### config.mk
export PLATFORM = sky130hd
export DESIGN_NAME = tsds_dual_side_sched
export DESIGN_NICKNAME = d
export VERILOG_FILES = /design/src/rtl/tsds_pkg.sv /design/src/rtl/tsds_sequencer.sv /design/src/rtl/tsds_operand_mux.sv /design/src/rtl/tsds_result_bank.sv /design/src/rtl/tsds_dual_side_sched.sv
export SDC_FILE = /design/constraint.sdc
export NUM_CORES = 1
export LEC_CHECK = 0
export CAP_MARGIN = 10
export CORE_ASPECT_RATIO = 1.5
export CORE_MARGIN = 2
export CORE_UTILIZATION = 35
export DETAILED_ROUTE_END_ITERATION = 6
export DONT_BUFFER_PORTS = 1
export SKIP_LAST_GASP = 1
export SLEW_MARGIN = 25
export SYNTH_ARGS = -nofsm -noshare
export SYNTH_HDL_FRONTEND = slang
export SYNTH_SLANG_ARGS = --single-unit
### constraint.sdc
create_clock -name clk -period 3.3 [get_ports clk]
set_input_delay 0 -clock clk [delete_from_list [all_inputs] [get_ports clk]]
set_output_delay 0 -clock clk [all_outputs]
set_load 0.02 [all_outputs]
### src/rtl/tsds_pkg.sv
package tsds_pkg;
  typedef enum logic {
    SIDE_GRID  = 1'b0,
    SIDE_ROTOR = 1'b1
  } side_e;

  localparam int NPH    = 3;
  localparam int NSIDES = 2;
endpackage

### src/rtl/tsds_sequencer.sv
module tsds_sequencer
  import tsds_pkg::*;
(
  input  logic  clk,
  input  logic  rst,
  input  logic  step_tick,
  input  logic  frame_start,
  input  logic  done_in,
  output side_e side_nxt,
  output side_e side_q,
  output logic  launch_q,
  output logic  capture,
  output logic  overrun_q
);
  logic pending_q;

  always_comb begin
    side_nxt = frame_start ? SIDE_GRID : side_e'(~side_q);
  end

  assign capture = done_in && pending_q;

  always_ff @(posedge clk) begin
    if (rst) begin
      side_q    <= SIDE_GRID;
      launch_q  <= 1'b0;
      pending_q <= 1'b0;
      overrun_q <= 1'b0;
    end else begin
      launch_q <= step_tick;
      if (step_tick) begin
        side_q    <= side_nxt;
        pending_q <= 1'b1;
        if (pending_q) overrun_q <= 1'b1;
      end else if (done_in) begin
        pending_q <= 1'b0;
      end
    end
  end
endmodule

### src/rtl/tsds_operand_mux.sv
module tsds_operand_mux
  import tsds_pkg::*;
#(
  parameter int DW = 16,
  localparam int VW = NPH * DW,
  localparam int AW = DW + 2,
  localparam int HW = DW + 3
) (
  input  logic          clk,
  input  logic          rst,
  input  logic          load,
  input  side_e         sel,
  input  logic [VW-1:0] g_cur,
  input  logic [VW-1:0] g_ref,
  input  logic [VW-1:0] r_cur,
  input  logic [VW-1:0] r_ref,
  input  logic [DW-1:0] cap_hist,
  input  logic [VW-1:0] g_vprev,
  input  logic [VW-1:0] r_vprev,
  input  logic [AW-1:0] g_arm,
  input  logic [AW-1:0] r_arm,
  output logic [VW-1:0] op_cur,
  output logic [VW-1:0] op_ref,
  output logic [VW-1:0] op_vhist,
  output logic [HW-1:0] op_dc_hist
);
  for (genvar p = 0; p < NPH; p++) begin : g_phase
    always_ff @(posedge clk) begin
      if (rst) begin
        op_cur[p*DW +: DW]   <= '0;
        op_ref[p*DW +: DW]   <= '0;
        op_vhist[p*DW +: DW] <= '0;
      end else if (load) begin
        op_cur[p*DW +: DW]   <= (sel == SIDE_ROTOR) ? r_cur[p*DW +: DW]   : g_cur[p*DW +: DW];
        op_ref[p*DW +: DW]   <= (sel == SIDE_ROTOR) ? r_ref[p*DW +: DW]   : g_ref[p*DW +: DW];
        op_vhist[p*DW +: DW] <= (sel == SIDE_ROTOR) ? r_vprev[p*DW +: DW] : g_vprev[p*DW +: DW];
      end
    end
  end

  logic [AW-1:0] arm_sel;
  logic [HW-1:0] dc_sum;

  always_comb begin
    arm_sel = (sel == SIDE_ROTOR) ? r_arm : g_arm;
    dc_sum  = {{(HW-DW){cap_hist[DW-1]}}, cap_hist} + {arm_sel[AW-1], arm_sel};
  end

  always_ff @(posedge clk) begin
    if (rst)       op_dc_hist <= '0;
    else if (load) op_dc_hist <= dc_sum;
  end
endmodule

### src/rtl/tsds_result_bank.sv
module tsds_result_bank
  import tsds_pkg::*;
#(
  parameter int DW = 16,
  localparam int VW = NPH * DW,
  localparam int AW = DW + 2,
  localparam int LW = DW + 1
) (
  input  logic                 clk,
  input  logic                 rst,
  input  logic                 capture,
  input  side_e                side,
  input  logic [VW-1:0]        vnode,
  input  logic [VW-1:0]        iarm,
  output logic [NSIDES*VW-1:0] vprev,
  output logic [NSIDES*AW-1:0] armsum,
  output logic [NSIDES*LW-1:0] lv_ab,
  output logic [NSIDES*LW-1:0] lv_bc
);
  logic [AW-1:0] arm_total;
  logic [LW-1:0] diff_ab, diff_bc;

  always_comb begin
    arm_total = '0;
    for (int p = 0; p < NPH; p++) begin
      arm_total = arm_total + {{(AW-DW){iarm[p*DW+DW-1]}}, iarm[p*DW +: DW]};
    end
    diff_ab = {vnode[DW-1], vnode[0 +: DW]} - {vnode[2*DW-1], vnode[DW +: DW]};
    diff_bc = {vnode[2*DW-1], vnode[DW +: DW]} - {vnode[3*DW-1], vnode[2*DW +: DW]};
  end

  for (genvar s = 0; s < NSIDES; s++) begin : g_side
    logic hit;
    assign hit = capture && (side == side_e'(s));

    always_ff @(posedge clk) begin
      if (rst) begin
        vprev[s*VW +: VW]  <= '0;
        armsum[s*AW +: AW] <= '0;
        lv_ab[s*LW +: LW]  <= '0;
        lv_bc[s*LW +: LW]  <= '0;
      end else if (hit) begin
        vprev[s*VW +: VW]  <= vnode;
        armsum[s*AW +: AW] <= arm_total;
        lv_ab[s*LW +: LW]  <= diff_ab;
        lv_bc[s*LW +: LW]  <= diff_bc;
      end
    end
  end
endmodule

### src/rtl/tsds_dual_side_sched.sv
module tsds_dual_side_sched
  import tsds_pkg::*;
#(
  parameter int DW = 16,
  localparam int VW = NPH * DW,
  localparam int AW = DW + 2,
  localparam int LW = DW + 1,
  localparam int HW = DW + 3
) (
  input  logic          clk,
  input  logic          rst,
  input  logic          step_tick,
  input  logic          frame_start,
  input  logic [VW-1:0] g_cur,
  input  logic [VW-1:0] g_ref,
  input  logic [VW-1:0] r_cur,
  input  logic [VW-1:0] r_ref,
  input  logic [DW-1:0] cap_hist,
  output logic          sol_start,
  output logic          sol_side,
  output logic [VW-1:0] sol_cur,
  output logic [VW-1:0] sol_ref,
  output logic [VW-1:0] sol_vhist,
  output logic [HW-1:0] sol_dc_hist,
  input  logic          sol_done,
  input  logic [VW-1:0] sol_vnode,
  input  logic [VW-1:0] sol_iarm,
  output logic [LW-1:0] g_vab,
  output logic [LW-1:0] g_vbc,
  output logic [LW-1:0] r_vab,
  output logic [LW-1:0] r_vbc,
  output logic          overrun
);
  side_e side_nxt, side_q;
  logic  capture;
  logic [NSIDES*VW-1:0] vprev;
  logic [NSIDES*AW-1:0] armsum;
  logic [NSIDES*LW-1:0] lv_ab, lv_bc;

  tsds_sequencer u_seq (
    .clk        (clk),
    .rst        (rst),
    .step_tick  (step_tick),
    .frame_start(frame_start),
    .done_in    (sol_done),
    .side_nxt   (side_nxt),
    .side_q     (side_q),
    .launch_q   (sol_start),
    .capture    (capture),
    .overrun_q  (overrun)
  );

  tsds_operand_mux #(.DW(DW)) u_mux (
    .clk       (clk),
    .rst       (rst),
    .load      (step_tick),
    .sel       (side_nxt),
    .g_cur     (g_cur),
    .g_ref     (g_ref),
    .r_cur     (r_cur),
    .r_ref     (r_ref),
    .cap_hist  (cap_hist),
    .g_vprev   (vprev[0 +: VW]),
    .r_vprev   (vprev[VW +: VW]),
    .g_arm     (armsum[0 +: AW]),
    .r_arm     (armsum[AW +: AW]),
    .op_cur    (sol_cur),
    .op_ref    (sol_ref),
    .op_vhist  (sol_vhist),
    .op_dc_hist(sol_dc_hist)
  );

  tsds_result_bank #(.DW(DW)) u_bank (
    .clk    (clk),
    .rst    (rst),
    .capture(capture),
    .side   (side_q),
    .vnode  (sol_vnode),
    .iarm   (sol_iarm),
    .vprev  (vprev),
    .armsum (armsum),
    .lv_ab  (lv_ab),
    .lv_bc  (lv_bc)
  );

  assign sol_side = side_q;
  assign g_vab    = lv_ab[0 +: LW];
  assign g_vbc    = lv_bc[0 +: LW];
  assign r_vab    = lv_ab[LW +: LW];
  assign r_vbc    = lv_bc[LW +: LW];
endmodule

==> summary.txt <==
CTS Sinks -> 367
initial antenna violation count -> 9
via count -> 18800
area grow syn2layout -> 30.6%
max_cap viols -> 0
PortBufs -> 0
post-synthesis cell type count -> 73
commonest non-fill, non-tap cell in the layout -> nand2_1
Max Clock Freq -> 0.316 GHz
worst hold path depth -> 2
CP endpoint kind -> flip-flop
synthesized area per cell -> 7.86 µm²
CTS tree -> yes
commonest non-fill, non-tap cells in the layout -> nand2_1, dlygate4sd3_1, dfxtp_1
sequential area share after synthesis -> 39.8%
Hold Path End -> u_bank.vprev[87]
R2R cell count -> 10
R2R Path Start -> u_seq.side_q
PnR worst setup slack -> 0.140 ns
total gr overflow -> 0
Vias/cell -> 5.64
CP required -> 3.74 ns
Worst-Skew Late Latency -> 0.56 ns
layout cells sized above 1 -> 5.19%
Die Ht -> 285 µm
die width -> 192 µm
Rel. slew slack -> 3.15%
placed cell areas -> 18800 µm²
largest stage delay on the critical path -> 0.55 ns
DRC Markers -> 0
Final Power -> 0.0119 W
Crit path max-delay family -> compound AO/OA/AOI/OAI gates
Finished Layout Cells -> 3334
CTS max path bufs -> 3
FF+latch count, synth -> 367
met3 Usage GRT -> 6.71%
total CTS buffers -> 38
die footprint -> 54600 µm²
vias in the first global route -> 18600
ordered list of cells on the worst path -> nor2_4, buf_6, mux2_2, ha_1, a2111oi_0, a211oi_1, o21a_1, a311oi_1, nor4b_1, a211o_1
Post-Place Worst Slack -> -0.0461 ns
core area -> 52500 µm²
Final GP Congestion -> 0.869
Antenna Nets Post-Route -> 0
Worst path slowest cell -> a2111oi_0
WL/cell -> 21.8 µm
met2 usage -> 45.2%
status -> finished clean
met1 global-route usage -> 25.4%
worst hold slack -> 0.00557 ns
Max rail drop VDD -> 0.397 mV
clock period minus worst slack -> 3.16 ns
worst r2r dst -> u_mux.op_dc_hist[13]
H-Tree Depth -> 2
DRT Wirelength -> 72.7 mm
Main synth FF type -> dfxtp_1
r2r setup slk -> 0.14 ns
Clock transition at path regs -> 0.06 ns
CP Data Arrival Time -> 3.60 ns
Worst Hold Class -> in2reg
number of synthesized flops with an enable pin -> 0
first-pass GRT wire length -> 107 mm
Setup CP Type -> reg2reg
post-route design area -> 24100 µm²
RSZ-0062 raised after global routing -> true
Worst-Margin Slew -> 1.45 ns
Stages on worst setup path -> 10
Setup crit start kind -> flip-flop
critical path peak fanout -> 18
DP HPWL -> 45.6 mm
placed insts -> 2872
min-delay src -> rst
Root Driver -> clkbuf_16
Final Hold Fails -> 0
async set or reset register ratio after synthesis -> 0%
GRT Util Overall -> 25.2%
worst clock skew -> 0.0131 ns
P_leak -> 9.44 nW
nets -> 3007
Syn Inst Count -> 2348
buffers and inverters on the worst path -> 1
post-synth net total -> 2745
Setup-failing EPs final -> 0
Final period util -> 95.7%
largest net degree at the start of global routing -> 193
yosys warns -> 0
Iteration-0 DRC Markers -> 1131
Initial Util -> 35.2%
site row count -> 103
number of fill cells -> 4958
drt pass-1 iters -> 5
grt peak-use layer -> met2
Mapped Area -> 18500 µm²
pwr dens -> 493 nW/µm²
final max-slew violation count -> 0
# IOs -> 543
[metal layers]
layer / vias up / wire, µm
li1: 8932 / -
met2: 831 / 36200
met1: 8822 / 25300
met4: 0 / 5040
met5: - / 0
met3: 214 / 6100
[power breakdown]
part / switching [W] / leakage, nW / internal, W
clock network: 0.00193 / 0.655 / 0.00266
logic: 0.00127 / 5.78 / 0.000971
registers: 0.000394 / 3.00 / 0.00465
total: 0.00359 / 9.44 / 0.00829
[cell type report]
| type | count | area (µm²) | area share [%] |
|---|---|---|---|
| sequential | 367 | 7350 | 30.5 |
| inverter | 58 | 218 | 0.903 |
| timing repair buffer | 403 | 4060 | 16.9 |
| antenna | 13 | 32.5 | 0.135 |
| tap | 682 | 853 | 3.54 |
| clock buffer | 56 | 1140 | 4.72 |
| clock inverter | 13 | 191 | 0.794 |
| multi-input combinational | 1742 | 10300 | 42.6 |
[state kept, by name, summed over array words and instances (netlist names)]
name	count
u_bank.lv_ab	34
u_mux.op_vhist	48
u_seq.pending_q	1
u_bank.armsum	36
u_mux.op_ref	48
u_seq.launch_q	1
u_mux.op_dc_hist	19
u_bank.lv_bc	34
u_mux.op_cur	48
u_seq.overrun_q	1
u_seq.side_q	1
u_bank.vprev	96
[synth_stat cells, types with 13 or more instances]
cell type / instances / area (µm²)
a21oi_1: 197 / 986
nor2_1: 221 / 830
a211oi_1: 32 / 240
a311oi_1: 146 / 1280
xnor2_1: 28 / 245
clkbuf_1: 154 / 578
buf_2: 17 / 85.1
o21a_1: 14 / 105
ha_1: 83 / 1040
and3_1: 16 / 100
nor3_1: 15 / 75.1
a21o_1: 22 / 165
o21ai_0: 207 / 1040
mux2_2: 18 / 203
nand2_1: 460 / 1730
inv_1: 58 / 218
nand4_1: 13 / 81.3
nor2b_1: 14 / 87.6
dfxtp_1: 367 / 7350
nand3_1: 56 / 280
[metrics by stage]
stage | TNS (ns) | utilization [%]
finish | 0 | 46.0
global route | -0.0474 | 46.0
CTS | 0 | 45.8
detailed placement | -0.104 | 35.9
global placement | -0.0495 | 35.9
floorplan | 0 | -
[worst reg2reg max path, stage by stage, from the launching register on]
cell,delay [ns]
dfxtp_4,0.35
nor2_4,0.13
buf_6,0.23
mux2_2,0.37
ha_1,0.37
a2111oi_0,0.55
a211oi_1,0.12
o21a_1,0.19
a311oi_1,0.36
nor4b_1,0.10
a211o_1,0.28
[repair_timing]
action                                  in CTS  in global routing
endpoints found under the hold margin      362                  0
gates resized for setup                      0                 10
buffers inserted                             0                  0
hold buffers                               380                  0
endpoints found under the setup margin       0                  7
[cell families after synthesis]
family | after synthesis | share of synthesized area (%)
simple gates | 865 | 20.0
buf+inv | 239 | 4.97
xor+xnor | 39 | 1.85
flops | 367 | 39.8
fa+ha+maj | 88 | 6.17
compound gates | 724 | 25.7
mux | 26 | 1.53
[worst max-delay path by stage]
stage,slack (ns),startpoint,end
final,0.14,u_seq.side_q,u_mux.op_dc_hist[13]
after detailed placement,-0.05,sol_iarm[0],u_bank.armsum[35]
after global placement,-0.03,sol_iarm[0],u_bank.armsum[17]
after global routing,-0.04,sol_iarm[0],u_bank.armsum[15]
after floorplan,0.07,u_seq.side_q,u_mux.op_dc_hist[16]
after CTS,0.05,u_seq.side_q,u_mux.op_dc_hist[6]
No activity file was read; power rests on OpenSTA's default activity.
